### config.mk
export PLATFORM = sky130hd
export DESIGN_NAME = sport_fsync
export DESIGN_NICKNAME = d
export VERILOG_FILES = /design/src/rtl/sport_fsync_pkg.sv /design/src/rtl/sport_fs_gen.sv /design/src/rtl/sport_frame_ctl.sv /design/src/rtl/sport_rx_path.sv /design/src/rtl/sport_tx_path.sv /design/src/rtl/sport_fsync.sv
export SDC_FILE = /design/constraint.sdc
export NUM_CORES = 1
export LEC_CHECK = 0
export BUFFER_PORTS_ARGS = -buffer_cell sky130_fd_sc_hd__buf_4
export CAP_MARGIN = 20
export CORE_MARGIN = 2
export CORE_UTILIZATION = 40
export CTS_CLUSTER_DIAMETER = 40
export CTS_CLUSTER_SIZE = 20
export DETAILED_ROUTE_END_ITERATION = 8
export GPL_ROUTABILITY_DRIVEN = 0
export MAX_ROUTING_LAYER = met4
export REMOVE_ABC_BUFFERS = 1
export SYNTH_ARGS = -nofsm -noshare
export SYNTH_HDL_FRONTEND = slang
export SYNTH_SLANG_ARGS = --single-unit
### constraint.sdc
create_clock -name clk -period 3.7 [get_ports clk]
set_clock_uncertainty 0.1 [all_clocks]
set_input_delay 0.37 -clock clk [delete_from_list [all_inputs] [get_ports clk]]
set_output_delay 0.37 -clock clk [all_outputs]
set_load 0.005 [all_outputs]
### src/rtl/sport_fsync_pkg.sv
package sport_fsync_pkg;
  typedef struct packed {
    logic tx;
    logic fs_int;
    logic act_low;
    logic early;
  } sport_mode_t;
endpackage

### src/rtl/sport_fs_gen.sv
// Internal frame sync generator: one-cycle pulse every `period` clocks.
module sport_fs_gen #(
  parameter int PW = 8
) (
  input  logic          clk,
  input  logic          rst_n,
  input  logic          en,
  input  logic [PW-1:0] period,
  output logic          pulse
);
  localparam logic [PW-1:0] ONE = PW'(1);

  logic [PW-1:0] cnt;
  logic          wrap;

  assign wrap  = (cnt >= period - ONE);
  assign pulse = en && (cnt == period - ONE);

  always_ff @(posedge clk or negedge rst_n) begin
    if (!rst_n)      cnt <= '0;
    else if (!en)    cnt <= '0;
    else if (wrap)   cnt <= '0;
    else             cnt <= cnt + ONE;
  end
endmodule

### src/rtl/sport_frame_ctl.sv
// Bit counter: accepts or rejects frame syncs and marks sample/last edges.
module sport_frame_ctl #(
  parameter int LW = 6
) (
  input  logic          clk,
  input  logic          rst_n,
  input  logic          fs_det,
  input  logic          early,
  input  logic [LW-1:0] wlen,
  output logic          start,
  output logic          sample,
  output logic          last,
  output logic          busy,
  output logic          err
);
  localparam logic [LW-1:0] ONE = LW'(1);

  logic [LW-1:0] rem;   // bits still to be sampled after this edge
  logic          open;

  // Early mode may take the next sync on the last-bit edge; late mode waits.
  assign open   = early ? (rem <= ONE) : (rem == '0);
  assign start  = fs_det && open;
  assign busy   = (rem != '0);
  assign last   = (rem == ONE);
  assign sample = busy || (start && !early);

  always_ff @(posedge clk or negedge rst_n) begin
    if (!rst_n) begin
      rem <= '0;
      err <= 1'b0;
    end else begin
      if (start)     rem <= early ? wlen : wlen - ONE;
      else if (busy) rem <= rem - ONE;
      if (fs_det && !open) err <= 1'b1;
    end
  end
endmodule

### src/rtl/sport_rx_path.sv
// Receive shifter: collects bits MSB first, emits right-justified word.
module sport_rx_path #(
  parameter int W = 32
) (
  input  logic         clk,
  input  logic         rst_n,
  input  logic         en,
  input  logic         start,
  input  logic         early,
  input  logic         sample,
  input  logic         last,
  input  logic         sd_in,
  output logic [W-1:0] rx_data,
  output logic         rx_valid
);
  logic [W-1:0] sh;

  always_ff @(posedge clk or negedge rst_n) begin
    if (!rst_n) begin
      sh       <= '0;
      rx_data  <= '0;
      rx_valid <= 1'b0;
    end else begin
      rx_valid <= en && last;
      if (en && last) rx_data <= {sh[W-2:0], sd_in};
      if (start && !early)  sh <= {{(W-1){1'b0}}, sd_in};
      else if (start)       sh <= '0;
      else if (sample)      sh <= {sh[W-2:0], sd_in};
    end
  end
endmodule

### src/rtl/sport_tx_path.sv
// Transmit side: one-word buffer with valid/ready, left-aligned shifter.
module sport_tx_path #(
  parameter int W  = 32,
  parameter int LW = 6
) (
  input  logic          clk,
  input  logic          rst_n,
  input  logic          en,
  input  logic          start,
  input  logic          early,
  input  logic          busy,
  input  logic [LW-1:0] wlen,
  input  logic [W-1:0]  tx_data,
  input  logic          tx_valid,
  output logic          tx_ready,
  output logic          sd_out
);
  localparam logic [LW-1:0] WL = LW'(W);

  logic [W-1:0] hold;
  logic         full;
  logic [W-1:0] sh;
  logic [W-1:0] nxt_al;

  // Next word placed so its MSB sits at the top bit; empty buffer sends zeros.
  assign nxt_al   = (full ? hold : '0) << (WL - wlen);
  assign tx_ready = en && !full;

  always_comb begin
    if (!en)       sd_out = 1'b0;
    else if (busy) sd_out = sh[W-1];
    else if (!early) sd_out = nxt_al[W-1];
    else           sd_out = 1'b0;
  end

  always_ff @(posedge clk or negedge rst_n) begin
    if (!rst_n) begin
      hold <= '0;
      full <= 1'b0;
      sh   <= '0;
    end else begin
      if (start && en) full <= 1'b0;
      if (tx_valid && tx_ready) begin
        hold <= tx_data;
        full <= 1'b1;
      end
      if (start)     sh <= early ? nxt_al : (nxt_al << 1);
      else if (busy) sh <= sh << 1;
    end
  end
endmodule

### src/rtl/sport_fsync.sv
module sport_fsync
  import sport_fsync_pkg::*;
#(
  parameter int W  = 32,
  parameter int PW = 8,
  localparam int LW = $clog2(W + 1)
) (
  input  logic          clk,
  input  logic          rst_n,
  input  logic          cfg_tx,
  input  logic          cfg_fs_int,
  input  logic          cfg_fs_act_low,
  input  logic          cfg_fs_early,
  input  logic [LW-1:0] cfg_wlen,
  input  logic [PW-1:0] cfg_period,
  input  logic          fs_in,
  output logic          fs_out,
  output logic          fs_oe,
  input  logic          sd_in,
  output logic          sd_out,
  output logic          sd_oe,
  input  logic [W-1:0]  tx_data,
  input  logic          tx_valid,
  output logic          tx_ready,
  output logic [W-1:0]  rx_data,
  output logic          rx_valid,
  output logic          fs_err
);
  sport_mode_t mode;
  logic gen_pulse, fs_det;
  logic start, sample, last, busy;

  assign mode = '{tx: cfg_tx, fs_int: cfg_fs_int,
                  act_low: cfg_fs_act_low, early: cfg_fs_early};

  sport_fs_gen #(.PW(PW)) u_gen (
    .clk(clk), .rst_n(rst_n), .en(mode.fs_int),
    .period(cfg_period), .pulse(gen_pulse)
  );

  assign fs_det = mode.fs_int ? gen_pulse : (fs_in ^ mode.act_low);
  assign fs_out = gen_pulse ^ mode.act_low;
  assign fs_oe  = mode.fs_int;
  assign sd_oe  = mode.tx;

  sport_frame_ctl #(.LW(LW)) u_ctl (
    .clk(clk), .rst_n(rst_n), .fs_det(fs_det), .early(mode.early),
    .wlen(cfg_wlen), .start(start), .sample(sample), .last(last),
    .busy(busy), .err(fs_err)
  );

  sport_rx_path #(.W(W)) u_rx (
    .clk(clk), .rst_n(rst_n), .en(!mode.tx), .start(start),
    .early(mode.early), .sample(sample), .last(last), .sd_in(sd_in),
    .rx_data(rx_data), .rx_valid(rx_valid)
  );

  sport_tx_path #(.W(W), .LW(LW)) u_tx (
    .clk(clk), .rst_n(rst_n), .en(mode.tx), .start(start),
    .early(mode.early), .busy(busy), .wlen(cfg_wlen),
    .tx_data(tx_data), .tx_valid(tx_valid), .tx_ready(tx_ready),
    .sd_out(sd_out)
  );
endmodule

==> metrics.txt <==
# TYPE chip_impl_metric gauge
chip_impl_info{name="layout.cells.most_common_list",value="144 x sky130_fd_sc_hd__dfrtp_1, 129 x sky130_fd_sc_hd__nand2_1, 123 x sky130_fd_sc_hd__buf_4"} 1
chip_impl_metric{name="ff2ff_path_depth",unit=""} 8
chip_impl_metric{name="numCtsBuffers",unit=""} 17
chip_impl_metric{name="die_height",unit="um"} 149.5
chip_impl_metric{name="async_flop_share",unit="%"} 100.0
chip_impl_metric{name="grt_pass1_vias",unit=""} 6661
chip_impl_metric{name="area.sequential",unit="um2"} 3603
chip_impl_metric{name="postSynthCellCount",unit=""} 839
chip_impl_metric{name="cts_htree_levels",unit=""} 4
chip_impl_metric{name="yosys_warnings",unit=""} 0
chip_impl_metric{name="cp_max_fo",unit=""} 7
chip_impl_info{name="layout.cells.most_common",value="sky130_fd_sc_hd__dfrtp_1"} 1
chip_impl_metric{name="setup_viol",unit=""} 0
chip_impl_metric{name="postSynthRegisterBits",unit=""} 144
chip_impl_metric{name="synth_largest_type_area_fraction",unit="%"} 42.55
chip_impl_info{name="timing.critical_path.slowest_stage_cell",value="sky130_fd_sc_hd__or3b_1"} 1
chip_impl_info{name="family_of_cells_with_the_greatest_summed_delay_on_the_critical_path",value="simple AND/OR/NAND/NOR gates"} 1
chip_impl_metric{name="grt_pass1_wl",unit="um"} 36290
chip_impl_metric{name="avgRoutedWirePerCell",unit="um"} 18.27
chip_impl_metric{name="pin_count",unit=""} 94
chip_impl_metric{name="cts_repair_resize_count",unit=""} 0
chip_impl_metric{name="max_freq",unit="MHz"} 291.3
chip_impl_metric{name="track_usage",unit="%"} 21.10
chip_impl_metric{name="p_r_area_growth_vs_syn",unit="%"} 18.36
chip_impl_info{name="start_kind",value="flip-flop"} 1
chip_impl_metric{name="cp.arrival",unit="ns"} 2.96
chip_impl_metric{name="r2r_slack",unit="ns"} 0.81
chip_impl_metric{name="synth.distinct_cells",unit=""} 72
chip_impl_metric{name="timing.final.crit_share",unit="%"} 92.77
chip_impl_metric{name="final_cell_count_no_fill",unit=""} 1213
chip_impl_info{name="tritoncts",value="done"} 1
chip_impl_metric{name="globalRoute.totalOverflow",unit=""} 0
chip_impl_metric{name="cts.reportedPaths.clkPinSlew",unit="ns"} 0.06
chip_impl_metric{name="rows",unit=""} 53
chip_impl_metric{name="tns",unit="ns"} 0
chip_impl_metric{name="grt_max_degree",unit=""} 104
chip_impl_info{name="r2r-start",value="u_ctl.rem[0]$_DFFE_PN0P_"} 1
chip_impl_metric{name="remaining_drcs",unit=""} 0
chip_impl_metric{name="postCtsHoldBufs",unit=""} 0
chip_impl_metric{name="share_of_synthesized_area_occupied_by_flip_flops_and_latches",unit="%"} 42.55
chip_impl_info{name="critical_path.cell_chain",value="inv_1 > ha_1 > or3b_1 > or2_1 > nor3_1 > o21ai_0 > a21boi_0 > buf_4"} 1
chip_impl_info{name="violations",value="negative hold slack"} 1
chip_impl_metric{name="port-buffer-count",unit=""} 93
chip_impl_metric{name="clock_tree.buffer_depth",unit=""} 2
chip_impl_metric{name="power.static_leakage",unit="nW"} 4.608
chip_impl_metric{name="synth_edf_count",unit=""} 0
chip_impl_metric{name="final_hold_violation_count",unit=""} 65
chip_impl_metric{name="final_layout_size_suffix_gt1_share",unit="%"} 26.65
chip_impl_metric{name="design.core.area",unit="um2"} 20890
chip_impl_metric{name="fp.dieArea",unit="um2"} 22350
chip_impl_metric{name="routed_wl",unit="um"} 22170
chip_impl_info{name="yosys_most_used_dff",value="sky130_fd_sc_hd__dfrtp_1"} 1
chip_impl_info{name="criticalPathCategory",value="reg2out"} 1
chip_impl_metric{name="tritoncts_num_sinks",unit=""} 144
chip_impl_metric{name="number_of_antenna_violations_at_the_first_check_in_global_routing",unit=""} 0
chip_impl_info{name="rr_endpoint",value="u_tx.sh[6]$_DFFE_PN0P_"} 1
chip_impl_info{name="synth.largest_area_cell",value="sky130_fd_sc_hd__dfrtp_1"} 1
chip_impl_metric{name="via_count",unit=""} 7064
chip_impl_metric{name="slew-limit-headroom",unit="%"} 36.81
chip_impl_info{name="critPathCaptureType",value="primary output"} 1
chip_impl_metric{name="final_period_minus_worst_setup_slack",unit="ns"} 3.433
chip_impl_info{name="clockRootBuffer",value="sky130_fd_sc_hd__clkbuf_16"} 1
chip_impl_metric{name="post-place-ws",unit="ns"} 0.2810
chip_impl_metric{name="detail_route.first_pass.iterations",unit=""} 6
chip_impl_metric{name="delay_of_the_slowest_cell_on_the_worst_path",unit="ns"} 0.45
chip_impl_metric{name="finalMaxSlewViolations",unit=""} 0
chip_impl_metric{name="floorplan.initialDensity",unit="%"} 40.55
chip_impl_metric{name="tightestPinTransition",unit="ns"} 0.9479
chip_impl_metric{name="cp_buf_inv_count",unit=""} 2
chip_impl_metric{name="num_antenna_cells",unit=""} 0
chip_impl_info{name="netlist_top_cells_area",value="sky130_fd_sc_hd__dfrtp_1 43%, sky130_fd_sc_hd__mux4_2 7.4%, sky130_fd_sc_hd__mux2_2 5.9%"} 1
chip_impl_metric{name="syn_avg_cell_area",unit="um2"} 10.09
chip_impl_metric{name="clock_latency_late_sink",unit="ns"} 0.43
chip_impl_metric{name="die_x",unit="um"} 149.5
chip_impl_metric{name="place_inst",unit=""} 1181
chip_impl_info{name="outcome",value="finished, violations left"} 1
chip_impl_metric{name="worst_ir_drop_vdd",unit="V"} 0.0003644
chip_impl_metric{name="power_density",unit="nW/um2"} 712.6
chip_impl_metric{name="cts_post_setup_buffers_inserted",unit=""} 0
chip_impl_metric{name="multi_input_comb_area",unit="um2"} 4531
chip_impl_metric{name="whs",unit="ns"} -0.02881
chip_impl_metric{name="place_hpwl",unit="um"} 15430
chip_impl_metric{name="filler_cell_count",unit=""} 1929
chip_impl_info{name="rsz0062_at_grt",value="false"} 1
chip_impl_metric{name="fin_ws",unit="ns"} 0.2674
chip_impl_metric{name="critical_path_required",unit="ns"} 3.23
chip_impl_metric{name="max-cap-violations",unit=""} 0
chip_impl_metric{name="antenna_left",unit=""} 0
chip_impl_metric{name="vias_per_cell",unit=""} 5.824
chip_impl_metric{name="combined_area_of_all_synthesized_cells",unit="um2"} 8469
chip_impl_info{name="worst_hold_path_type",value="in2async"} 1
chip_impl_metric{name="drt_iter0_markers",unit=""} 563
chip_impl_metric{name="nets",unit=""} 993
==> synth_stat cells (all sizes together), types with 10 or more instances <==
cell type,n
dfrtp,144
nand2,129
nor2,99
mux2,44
a22o,31
buf,30
mux4,29
clkbuf,27
o21ai,27
mux2i,24
nand3,20
nor3,18
a21oi,15
ha,13
a211oi,12
o22ai,12
xnor2,12
xor2,12
a31oi,11
o22a,11
inv,10
==> worst register-to-register path, cell delays in order, from the launching register on <==
cell	delay, ns
sky130_fd_sc_hd__dfrtp_1	0.44
sky130_fd_sc_hd__inv_1	0.11
sky130_fd_sc_hd__ha_1	0.18
sky130_fd_sc_hd__or3b_1	0.45
sky130_fd_sc_hd__o22ai_1	0.32
sky130_fd_sc_hd__nand3_1	0.30
sky130_fd_sc_hd__or3_1	0.56
sky130_fd_sc_hd__nor2_1	0.21
sky130_fd_sc_hd__o32a_1	0.17
==> worst max-delay path by stage <==
stage | start | to | depth (start not counted)
6_report | u_ctl.rem[0]$_DFFE_PN0P_ | sd_out | 8
4_1_cts | u_ctl.rem[0]$_DFFE_PN0P_ | sd_out | 8
3_5_place_dp | cfg_period[0] | u_tx.sh[6]$_DFFE_PN0P_ | 14
2_1_floorplan | u_ctl.rem[0]$_DFFE_PN0P_ | u_tx.sh[19]$_DFFE_PN0P_ | 7
3_3_place_gp | cfg_period[2] | u_tx.sh[6]$_DFFE_PN0P_ | 13
5_1_grt | u_ctl.rem[0]$_DFFE_PN0P_ | sd_out | 8
==> routing by layer <==
metal  track usage, %  part of all wire (%)  up-vias
met3            4.390                   7.4       58
met1            29.34                    46     3463
met5                -                     0        -
met4            7.667                   3.0        0
met2            30.50                    44      269
li1                 -                     -     3274
==> cells by family after synthesis <==
family	share of synthesized area (%)
fa+ha+maj	1.921
xor+xnor	2.659
simple gates	16.77
flops	42.55
buf+inv	4.048
compound gates	15.62
mux	16.44
==> metrics by stage <==
stage | hold WS, ns | util, % | instance area, um2 | total power [mW]
after floorplan | -0.02559 | - | 8168 | 4.447
after global placement | 0.3556 | 45.26 | 9454 | 5.411
after detailed placement | 0.3633 | 45.26 | 9454 | 5.441
after CTS | 0.01973 | 47.99 | 10020 | 7.154
after global routing | 0.04999 | 47.99 | 10020 | 7.591
final | -0.02881 | 47.99 | 10020 | 7.143
==> flip-flops by register name, indices dropped and copies added (netlist names) <==
signal	cells
u_ctl.err	1
u_ctl.rem	6
u_gen.cnt	8
u_rx.rx_data	32
u_rx.rx_valid	1
u_rx.sh	31
u_tx.full	1
u_tx.hold	32
u_tx.sh	32
==> power breakdown <==
| group | internal (mW) | leakage (nW) | switching [mW] |
|---|---|---|---|
| sequential | 2.23 | 1.82 | 0.562 |
| clock | 0.893 | 0.281 | 0.788 |
| combinational | 1.39 | 2.51 | 1.29 |
==> layout make-up <==
| cell class | count | area share, % |
|---|---|---|
| Timing Repair Buffer | 124 | 9.324 |
| Sequential cell | 144 | 35.95 |
| Tap cell | 275 | 3.432 |
| Clock inverter | 15 | 1.448 |
| Inverter | 11 | 0.4119 |
| Clock buffer | 17 | 4.244 |
| Multi-Input combinational cell | 627 | 45.19 |
Power figures use the tool's default switching activity.
